==> config.mk <==
export PLATFORM = sky130hd
export DESIGN_NAME = pwm_quad
export DESIGN_NICKNAME = d
export VERILOG_FILES = /design/src/rtl/pwm_quad_pkg.sv /design/src/rtl/pwm_clkgen.sv /design/src/rtl/pwm_pair.sv /design/src/rtl/pwm_quad.sv
export SDC_FILE = /design/constraint.sdc
export NUM_CORES = 1
export LEC_CHECK = 0
export BUFFER_PORTS_ARGS = -buffer_cell sky130_fd_sc_hd__buf_4
export CAP_MARGIN = 20
export CORE_MARGIN = 2
export CORE_UTILIZATION = 44
export DETAILED_ROUTE_END_ITERATION = 7
export PLACE_DENSITY_LB_ADDON = 0.08
export SETUP_SLACK_MARGIN = 0.02
export SYNTH_ARGS = -nofsm -noshare
export SYNTH_HDL_FRONTEND = slang
export SYNTH_SLANG_ARGS = --single-unit
==> constraint.sdc <==
create_clock -name clk_i -period 6 [get_ports clk_i]
set_input_delay 1.5 -clock clk_i [delete_from_list [all_inputs] [get_ports clk_i]]
set_output_delay 1.5 -clock clk_i [all_outputs]
set_load 0.03 [all_outputs]
==> src/rtl/pwm_quad_pkg.sv <==
`timescale 1ns/1ps
package pwm_quad_pkg;

   typedef enum logic [1:0] {
      SRC_A   = 2'd0,
      SRC_B   = 2'd1,
      SRC_SA  = 2'd2,
      SRC_SA2 = 2'd3
   } clk_src_e;

   // Chooses the tick stream named by a channel's select field.
   function automatic logic pick_tick(input logic [1:0] sel, input logic ta,
                                      input logic tb, input logic ts);
      clk_src_e src;
      src = clk_src_e'(sel);
      case (src)
         SRC_A:   return ta;
         SRC_B:   return tb;
         default: return ts;
      endcase
   endfunction

endpackage

==> src/rtl/pwm_clkgen.sv <==
`timescale 1ns/1ps
module pwm_clkgen #(
   parameter int PA_W = 2,
   parameter int PB_W = 3,
   parameter int SC_W = 8
) (
   input  logic            clk_i,
   input  logic            rst_ni,
   input  logic [PA_W-1:0] pre_a_i,
   input  logic [PB_W-1:0] pre_b_i,
   input  logic [SC_W-1:0] scale_i,
   output logic            tick_a_o,
   output logic            tick_b_o,
   output logic            tick_s_o
);
   localparam int MAX_A = (1 << PA_W) - 1;
   localparam int MAX_B = (1 << PB_W) - 1;
   localparam int PC_W  = (MAX_A > MAX_B) ? MAX_A : MAX_B;
   localparam logic [PC_W-1:0] ONES = '1;

   logic [PC_W-1:0] pre_q;
   logic [SC_W-1:0] sc_q;
   logic [PC_W-1:0] mask_a, mask_b;

   assign mask_a   = ~(ONES << pre_a_i);
   assign mask_b   = ~(ONES << pre_b_i);
   assign tick_a_o = (pre_q & mask_a) == mask_a;
   assign tick_b_o = (pre_q & mask_b) == mask_b;
   assign tick_s_o = tick_a_o && (sc_q == scale_i - 1'b1);

   always_ff @(posedge clk_i) begin
      if (!rst_ni) begin
         pre_q <= '0;
         sc_q  <= '0;
      end else begin
         pre_q <= pre_q + 1'b1;
         if (tick_a_o) sc_q <= tick_s_o ? '0 : sc_q + 1'b1;
      end
   end
endmodule

==> src/rtl/pwm_pair.sv <==
`timescale 1ns/1ps
module pwm_pair #(
   parameter int W = 8
) (
   input  logic           clk_i,
   input  logic           rst_ni,
   input  logic           cat_i,
   input  logic [1:0]     tick_i,
   input  logic [2*W-1:0] per_i,
   input  logic [2*W-1:0] duty_i,
   input  logic [1:0]     pol_i,
   input  logic [1:0]     en_i,
   output logic [1:0]     pwm_o,
   output logic [1:0]     oe_o
);
   // index 0 is the lower-numbered channel (high byte when joined)
   logic [W-1:0]   cnt_q [2];
   logic [W-1:0]   per_q [2];
   logic [W-1:0]   dut_q [2];
   logic           cat_q;
   logic [2*W-1:0] cnt16, per16, dut16, cnt16_nxt;
   logic           wrap16;
   logic [1:0]     wrap8;

   assign cnt16     = {cnt_q[0], cnt_q[1]};
   assign per16     = {per_q[0], per_q[1]};
   assign dut16     = {dut_q[0], dut_q[1]};
   assign wrap16    = tick_i[1] && (cnt16 == per16 - 1'b1);
   assign cnt16_nxt = cnt16 + 1'b1;

   for (genvar k = 0; k < 2; k++) begin : g_wrap
      assign wrap8[k] = tick_i[k] && (cnt_q[k] == per_q[k] - 1'b1);
   end

   always_ff @(posedge clk_i) begin
      if (!rst_ni) begin
         cat_q <= 1'b0;
         for (int k = 0; k < 2; k++) begin
            cnt_q[k] <= '0;
            per_q[k] <= '0;
            dut_q[k] <= '0;
         end
      end else begin
         cat_q <= cat_i;
         if (cat_i != cat_q) begin
            for (int k = 0; k < 2; k++) begin
               cnt_q[k] <= '0;
               per_q[k] <= per_i[k*W +: W];
               dut_q[k] <= duty_i[k*W +: W];
            end
         end else if (cat_q) begin
            if (!en_i[1] || wrap16) begin
               for (int k = 0; k < 2; k++) begin
                  cnt_q[k] <= '0;
                  per_q[k] <= per_i[k*W +: W];
                  dut_q[k] <= duty_i[k*W +: W];
               end
            end else if (tick_i[1]) begin
               cnt_q[0] <= cnt16_nxt[2*W-1:W];
               cnt_q[1] <= cnt16_nxt[W-1:0];
            end
         end else begin
            for (int k = 0; k < 2; k++) begin
               if (!en_i[k] || wrap8[k]) begin
                  cnt_q[k] <= '0;
                  per_q[k] <= per_i[k*W +: W];
                  dut_q[k] <= duty_i[k*W +: W];
               end else if (tick_i[k]) begin
                  cnt_q[k] <= cnt_q[k] + 1'b1;
               end
            end
         end
      end
   end

   always_comb begin
      if (cat_q) begin
         pwm_o[0] = 1'b0;
         oe_o[0]  = 1'b0;
         oe_o[1]  = en_i[1];
         pwm_o[1] = en_i[1] & (pol_i[1] ~^ (cnt16 < dut16));
      end else begin
         for (int k = 0; k < 2; k++) begin
            oe_o[k]  = en_i[k];
            pwm_o[k] = en_i[k] & (pol_i[k] ~^ (cnt_q[k] < dut_q[k]));
         end
      end
   end
endmodule

==> src/rtl/pwm_quad.sv <==
`timescale 1ns/1ps
module pwm_quad #(
   parameter int W     = 8,
   parameter int NPAIR = 2,
   parameter int PA_W  = 2,
   parameter int PB_W  = 3,
   parameter int SC_W  = 8,
   localparam int NCH  = 2 * NPAIR
) (
   input  logic             clk_i,
   input  logic             rst_ni,
   input  logic [NPAIR-1:0] cat_i,
   input  logic [2*NCH-1:0] sel_i,
   input  logic [PA_W-1:0]  pre_a_i,
   input  logic [PB_W-1:0]  pre_b_i,
   input  logic [SC_W-1:0]  scale_i,
   input  logic [NCH*W-1:0] per_i,
   input  logic [NCH*W-1:0] duty_i,
   input  logic [NCH-1:0]   pol_i,
   input  logic [NCH-1:0]   en_i,
   output logic [NCH-1:0]   pwm_o,
   output logic [NCH-1:0]   pwm_oe_o
);
   import pwm_quad_pkg::*;

   if (W < 2 || NPAIR < 1 || PA_W < 1 || PB_W < 1 || SC_W < 1) begin : g_bad_cfg
      $error("pwm_quad: parameter out of range");
   end

   logic           tick_a, tick_b, tick_s;
   logic [NCH-1:0] ch_tick;

   pwm_clkgen #(.PA_W(PA_W), .PB_W(PB_W), .SC_W(SC_W)) u_clkgen (
      .clk_i    (clk_i),
      .rst_ni   (rst_ni),
      .pre_a_i  (pre_a_i),
      .pre_b_i  (pre_b_i),
      .scale_i  (scale_i),
      .tick_a_o (tick_a),
      .tick_b_o (tick_b),
      .tick_s_o (tick_s)
   );

   for (genvar k = 0; k < NCH; k++) begin : g_sel
      assign ch_tick[k] = pick_tick(sel_i[2*k +: 2], tick_a, tick_b, tick_s);
   end

   for (genvar p = 0; p < NPAIR; p++) begin : g_pair
      pwm_pair #(.W(W)) u_pair (
         .clk_i  (clk_i),
         .rst_ni (rst_ni),
         .cat_i  (cat_i[p]),
         .tick_i (ch_tick[2*p +: 2]),
         .per_i  (per_i[2*p*W +: 2*W]),
         .duty_i (duty_i[2*p*W +: 2*W]),
         .pol_i  (pol_i[2*p +: 2]),
         .en_i   (en_i[2*p +: 2]),
         .pwm_o  (pwm_o[2*p +: 2]),
         .oe_o   (pwm_oe_o[2*p +: 2])
      );
   end
endmodule

Yosys cells after proc, flatten, opt, wreduce, memory -nomap -nowiden
Memories as Yosys holds them, arrays and structs flattened.
Cells that the tools add are included.
W data, S select, Z words.
{"block": "classes", "n_div": 0, "add_sub_neg": 15, "n_shift": 2, "eq_ne": 15, "bitwise_logic": 60, "reduce_logical": 21, "multipliers": 0, "magnitude_cmp": 6, "muxes": 124}
{"cell": "$mux W8", "n": 45}
{"cell": "$mux W1", "n": 73}
{"cell": "$or A1 B1 Y1", "n": 44}
{"cell": "$add A8 B1 Y8 const B", "n": 5}
{"cell": "$eq A8 B8 Y1", "n": 5}
{"cell": "$sub A8 B1 Y8 const B", "n": 5}
{"cell": "$add A16 B1 Y16 const B", "n": 2}
{"cell": "$eq A16 B16 Y1", "n": 2}
{"cell": "$lt A16 B16 Y1", "n": 2}
{"cell": "$lt A8 B8 Y1", "n": 4}
{"cell": "$sub A16 B1 Y16 const B", "n": 2}
{"cell": "$and A7 B7 Y7", "n": 2}
{"cell": "$eq A7 B7 Y1", "n": 2}
{"cell": "$not A7 Y7", "n": 2}
{"cell": "$eq A2 B1 Y1 const B", "n": 4}
{"cell": "$logic_not A2 Y1", "n": 4}
{"cell": "$pmux W1 S2", "n": 4}
{"cell": "$add A7 B1 Y7 const B", "n": 1}
{"cell": "$logic_and A1 B1 Y1", "n": 7}
{"cell": "$shl A7 B2 Y7 const A", "n": 1}
{"cell": "$shl A7 B3 Y7 const A", "n": 1}
{"cell": "$and A1 B1 Y1", "n": 6}
{"cell": "$logic_or A1 B1 Y1", "n": 6}
{"cell": "$xnor A1 B1 Y1", "n": 6}
{"cell": "3 further kinds", "n": 8}
{"block": "word_totals", "latchBits": 0, "reg_bits": 17, "mem_bits_rw": 96, "romBits": 0, "wordCells": 253, "mem_count": 6, "output_inout_bits": 8, "inputBits": 97}
{"memory": "g_pair[0].u_pair.cnt_q", "depth": 2, "word_bits": 8, "read_ports": 2, "rd_clocked_by_memory_dff": 0, "wr": 2, "line": "pwm_pair.sv:17", "rtl": "logic [W-1:0] cnt_q [2];"}
{"memory": "g_pair[0].u_pair.dut_q", "depth": 2, "word_bits": 8, "read_ports": 2, "rd_clocked_by_memory_dff": 0, "wr": 2, "line": "pwm_pair.sv:19", "rtl": "logic [W-1:0] dut_q [2];"}
{"memory": "g_pair[0].u_pair.per_q", "depth": 2, "word_bits": 8, "read_ports": 2, "rd_clocked_by_memory_dff": 0, "wr": 2, "line": "pwm_pair.sv:18", "rtl": "logic [W-1:0] per_q [2];"}
{"memory": "g_pair[1].u_pair.cnt_q", "depth": 2, "word_bits": 8, "read_ports": 2, "rd_clocked_by_memory_dff": 0, "wr": 2, "line": "pwm_pair.sv:17"}
{"memory": "g_pair[1].u_pair.dut_q", "depth": 2, "word_bits": 8, "read_ports": 2, "rd_clocked_by_memory_dff": 0, "wr": 2, "line": "pwm_pair.sv:19"}
{"memory": "g_pair[1].u_pair.per_q", "depth": 2, "word_bits": 8, "read_ports": 2, "rd_clocked_by_memory_dff": 0, "wr": 2, "line": "pwm_pair.sv:18"}

Depth between registers and ports, before layout
{"block": "logic_depth", "ltp_word": 17, "ltp_mapped": 11, "depth_no_buf": 10}

Modules after synthesis
A second synthesis with hierarchy kept.
{"block": "unflattened", "hier_cells": 820, "area_unflattened_um2": 7915.1}
{"module": "pwm_pair", "seq_area_each_um2": 1461.4, "cells_each": 341, "instances": 2, "area_each_um2": 3415.8}
{"module": "pwm_clkgen", "seq_area_each_um2": 300.3, "cells_each": 126, "instances": 1, "area_each_um2": 1008.5}
{"module": "pwm_quad", "seq_area_each_um2": 0.0, "cells_each": 12, "instances": 1, "area_each_um2": 75.1}

Least setup slack after synthesis
No wires, ideal clock.
{"block": "synth_timing", "path_type": "input-to-reg", "start": "in scale_i[0]", "end": "mem g_pair[1].u_pair.dut_q[1][2] (netlist: g_pair[1].u_pair.dut_q[0][10]), enable pin", "path_stages": 9, "path_buffers": 0, "required_time_ns": 5.589, "arrival_ns": 4.316, "slack_ns": 1.272, "setup_ns": 0.411, "cell_sequence": "inv_1 -> ha_1 -> nor3b_1 -> xor2_1 -> o22ai_1 -> o221ai_2 -> a21oi_2 -> a21oi_1 -> o21ai_0"}
{"item": "from (decl)", "line": "pwm_quad.sv:16", "rtl": "input logic [SC_W-1:0] scale_i,"}
{"item": "to (decl)", "line": "pwm_pair.sv:19"}

==> impl_metrics.py <==
metrics = {
    "timing": {
        "worst_slew_pin_slew_ns": 0.861,
        "setup_slack_ns": 1.51,
        "rsz0062_at_grt": "false",
        "setup_viol": 0,
        "relSlewSlack_pct": 42.1,
        "fin_crit_sh_pct": 74.8,
        "hold_violations": 0,
        "clock_skew_ns": 0.0123,
        "maxSlewViolCount": 0,
        "final.setup.tns_ns": 0,
        "whs_ns": 0.510,
        "fmax_mhz": 223,
        "fin_crit_ns": 4.49,
    },
    "drt": {
        "via_per_inst": 5.45,
        "m1WireLength_um": 8420,
        "vias": 6404,
        "met2_length_um": 8990,
        "wl_um": 18600,
        "remaining_drc_errors": 0,
        "route.met3.wl_um": 823,
        "topRoutingLayerUsed": "met4",
        "drtPass1Iterations": 4,
        "detail-route-antenna-nets": 0,
        "dr.first_iter.drc_count": 313,
        "wire_per_inst_um": 15.9,
    },
    "worst_setup_path": {
        "path_class": "reg -> out",
        "end_kind": "output port",
        "path_max_fanout": 8,
        "crit_path_start_kind": "flip-flop",
        "r2r_cells": 10,
        "crit_path_start": "g_pair[1].u_pair.cnt_q[0][5]",
        "worstPathArrival_ns": 2.99,
        "cp.required_ns": 4.50,
        "r2r_slack_ns": 2.02,
        "r2r-end": "g_pair[0].u_pair.per_q[0][9]",
        "r2r_start": "g_pair[0].u_pair.per_q[0][8]",
    },
    "logic_synthesis": {
        "synth_cell_types": 71,
        "synth-edff-count": 96,
        "synth_top_area_cell": "edfxtp_1",
        "syn_nets": 973,
        "synth_area_um2": 7760,
        "syn-instance-count": 833,
        "syn_area_per_cell_um2": 9.32,
        "synth_area_leaders": "edfxtp_1 37%, ha_1 6.9%, xor2_1 4.9%",
        "synth_flop_cell": "edfxtp_1",
        "synth_top_area_share_pct": 37.1,
        "ys_seq_area_share_pct": 41.5,
        "ys_ff_latch": 113,
        "async_flop_share_pct": 0,
        "ys_warn_count": 0,
    },
    "flow_run": {
        "drv_cap": 0,
    },
    "floorplanning": {
        "start_util_pct": 44.9,
        "dieArea_um2": 18700,
        "core_area_um2": 17300,
        "io_pins": 105,
        "num_rows": 48,
        "die_w_um": 137,
        "die_y_um": 137,
    },
    "global_route": {
        "antenna_found_initial": 0,
        "grt_pass1_vias": 6344,
        "grt_pass1_wl_um": 30100,
        "track_usage_pct": 20.5,
        "grt_overflow_total": 0,
        "grt_max_degree": 43,
    },
    "clocking": {
        "clk_latency_ns": 0.42,
        "clkTransAtPathRegs_ns": 0.05,
        "hold_buffers": 0,
        "cts_resized": 0,
        "cts_tree": "built",
        "cts_sinks": 113,
        "cts_root_buf": "clkbuf_16",
        "numCtsBuffers": 17,
        "cts_setup_buffers": 0,
        "htree_levels": 4,
        "ctsLongestPathBuffers": 2,
    },
    "final_layout": {
        "n_antenna_cell": 0,
        "drive_gt1_share_pct": 16.1,
        "stdcell_count": 1174,
        "fin_nets": 1076,
        "syn2layout_area_growth_pct": 20.0,
        "final_area_um2": 9320,
        "utilization_pct": 53.9,
    },
    "run_status": {
        "status": "completed",
    },
    "power": {
        "powerDensity_nw_per_um2": 262,
        "ir_drop_mv": 0.198,
        "p_leak_nw": 3.92,
        "power.total_mw": 2.44,
    },
    "worst_hold_path": {
        "min-delay-start": "u_clkgen.pre_q[5]",
        "hold_class": "reg -> reg",
        "hold_path_end": "u_clkgen.pre_q[5]",
        "holdPathStages": 2,
    },
    "place": {
        "port-buffer-count": 104,
        "place_inst": 1142,
        "gp_congestion": 0.904,
        "dp_hpwl_um": 14100,
        "dpl-instance-area_um2": 8730,
        "place_worst_setup_slack_ns": 1.30,
    },
}
## synthesized netlist by cell type, drive strengths merged (5+ instances only)
cell and instances:
a31oi 12, xor2 43, a21o 11, or3 6, nor2 97, xnor2 38
nand4 9, or4 5, nor2b 10, a211oi 7, nor4 8, edfxtp 96
o21ai 23, a21oi 36, dfxtp 17, clkbuf 20, a2111oi 5, a311oi 9
buf 6, nand2b 20, ha 43, mux2i 5, inv 58, nor3 26
nand2 72, nand3 29, and2 40, and3 13, a21boi 6
## sequential cells by signal, indices dropped and copies added (netlist names)
signal / flops
g_pair.u_pair.per_q: 32
u_clkgen.pre_q: 7
g_pair.u_pair.cnt_q: 32
g_pair.u_pair.cat_q: 2
g_pair.u_pair.dut_q: 32
u_clkgen.sc_q: 8
## how the worst max path moves through the flow
stage	end	slack [ns]
6_report	pwm_o[3]	1.51
5_1_grt	pwm_o[3]	1.35
4_1_cts	pwm_o[3]	1.49
3_5_place_dp	g_pair[1].u_pair.per_q[0][15]	1.30
3_3_place_gp	g_pair[1].u_pair.dut_q[0][6]	1.43
2_1_floorplan	g_pair[1].u_pair.dut_q[0][10]	1.27
## placed cells by master, fill, tap and decap left out, types with 9 or more instances in the layout
cell type  instances
nand2_1           72
nand2b_1          20
a21oi_1           35
dfxtp_1           17
o21ai_0           20
nor3_1            26
a311oi_1           9
ha_1              43
nand3_1           29
nand4_1            9
nor2_1            97
xor2_1            43
nor2b_1           10
and3_1            13
and2_1            40
edfxtp_1          96
a31oi_1           12
a21o_1            11
xnor2_1           38
inv_1             58
clkbuf_16         21
buf_4            110
## critical path: stages (launching register included)
cell and delay, ns:
edfxtp_1 0.52, ha_1 0.36, a21o_1 0.16, a21o_1 0.16
a211oi_1 0.31, o21ai_0 0.22, a22o_1 0.28, a31o_2 0.23
mux2i_1 0.14, buf_4 0.17
## cell families after synthesis
family / Yosys count / synth area share, %
and+or+nand+nor: 359 / 23.5
xor gates and xnor gates: 82 / 9.43
muxes: 5 / 0.645
buffers and inverters: 84 / 4.55
adders and majority gates: 43 / 6.93
AOI/OAI and AO/OA: 147 / 13.4
DFF: 113 / 41.5
## cell type report
type | instances | area (um2)
inverters | 58 | 218
flip-flops and latches | 113 | 3220
repair buffers | 110 | 826
well taps | 225 | 282
clock buffers | 25 | 541
clock inverters | 7 | 41.3
fillers | 1619 | 7980
multi-input cells | 636 | 4190
## metal layers
metal  GRT usage, %  up-vias
li1               -     3186
met1           25.3     3025
met2           35.6      163
met3           4.33       30
met4           7.04        0
met5              0        -
## where the power goes
| group | internal (mW) | switching [mW] |
|---|---|---|
| Combinational | 0.215 | 0.241 |
| Sequential | 0.923 | 0.0779 |
| Clock | 0.625 | 0.357 |
Note: power is estimated with default switching activity, not from simulation.
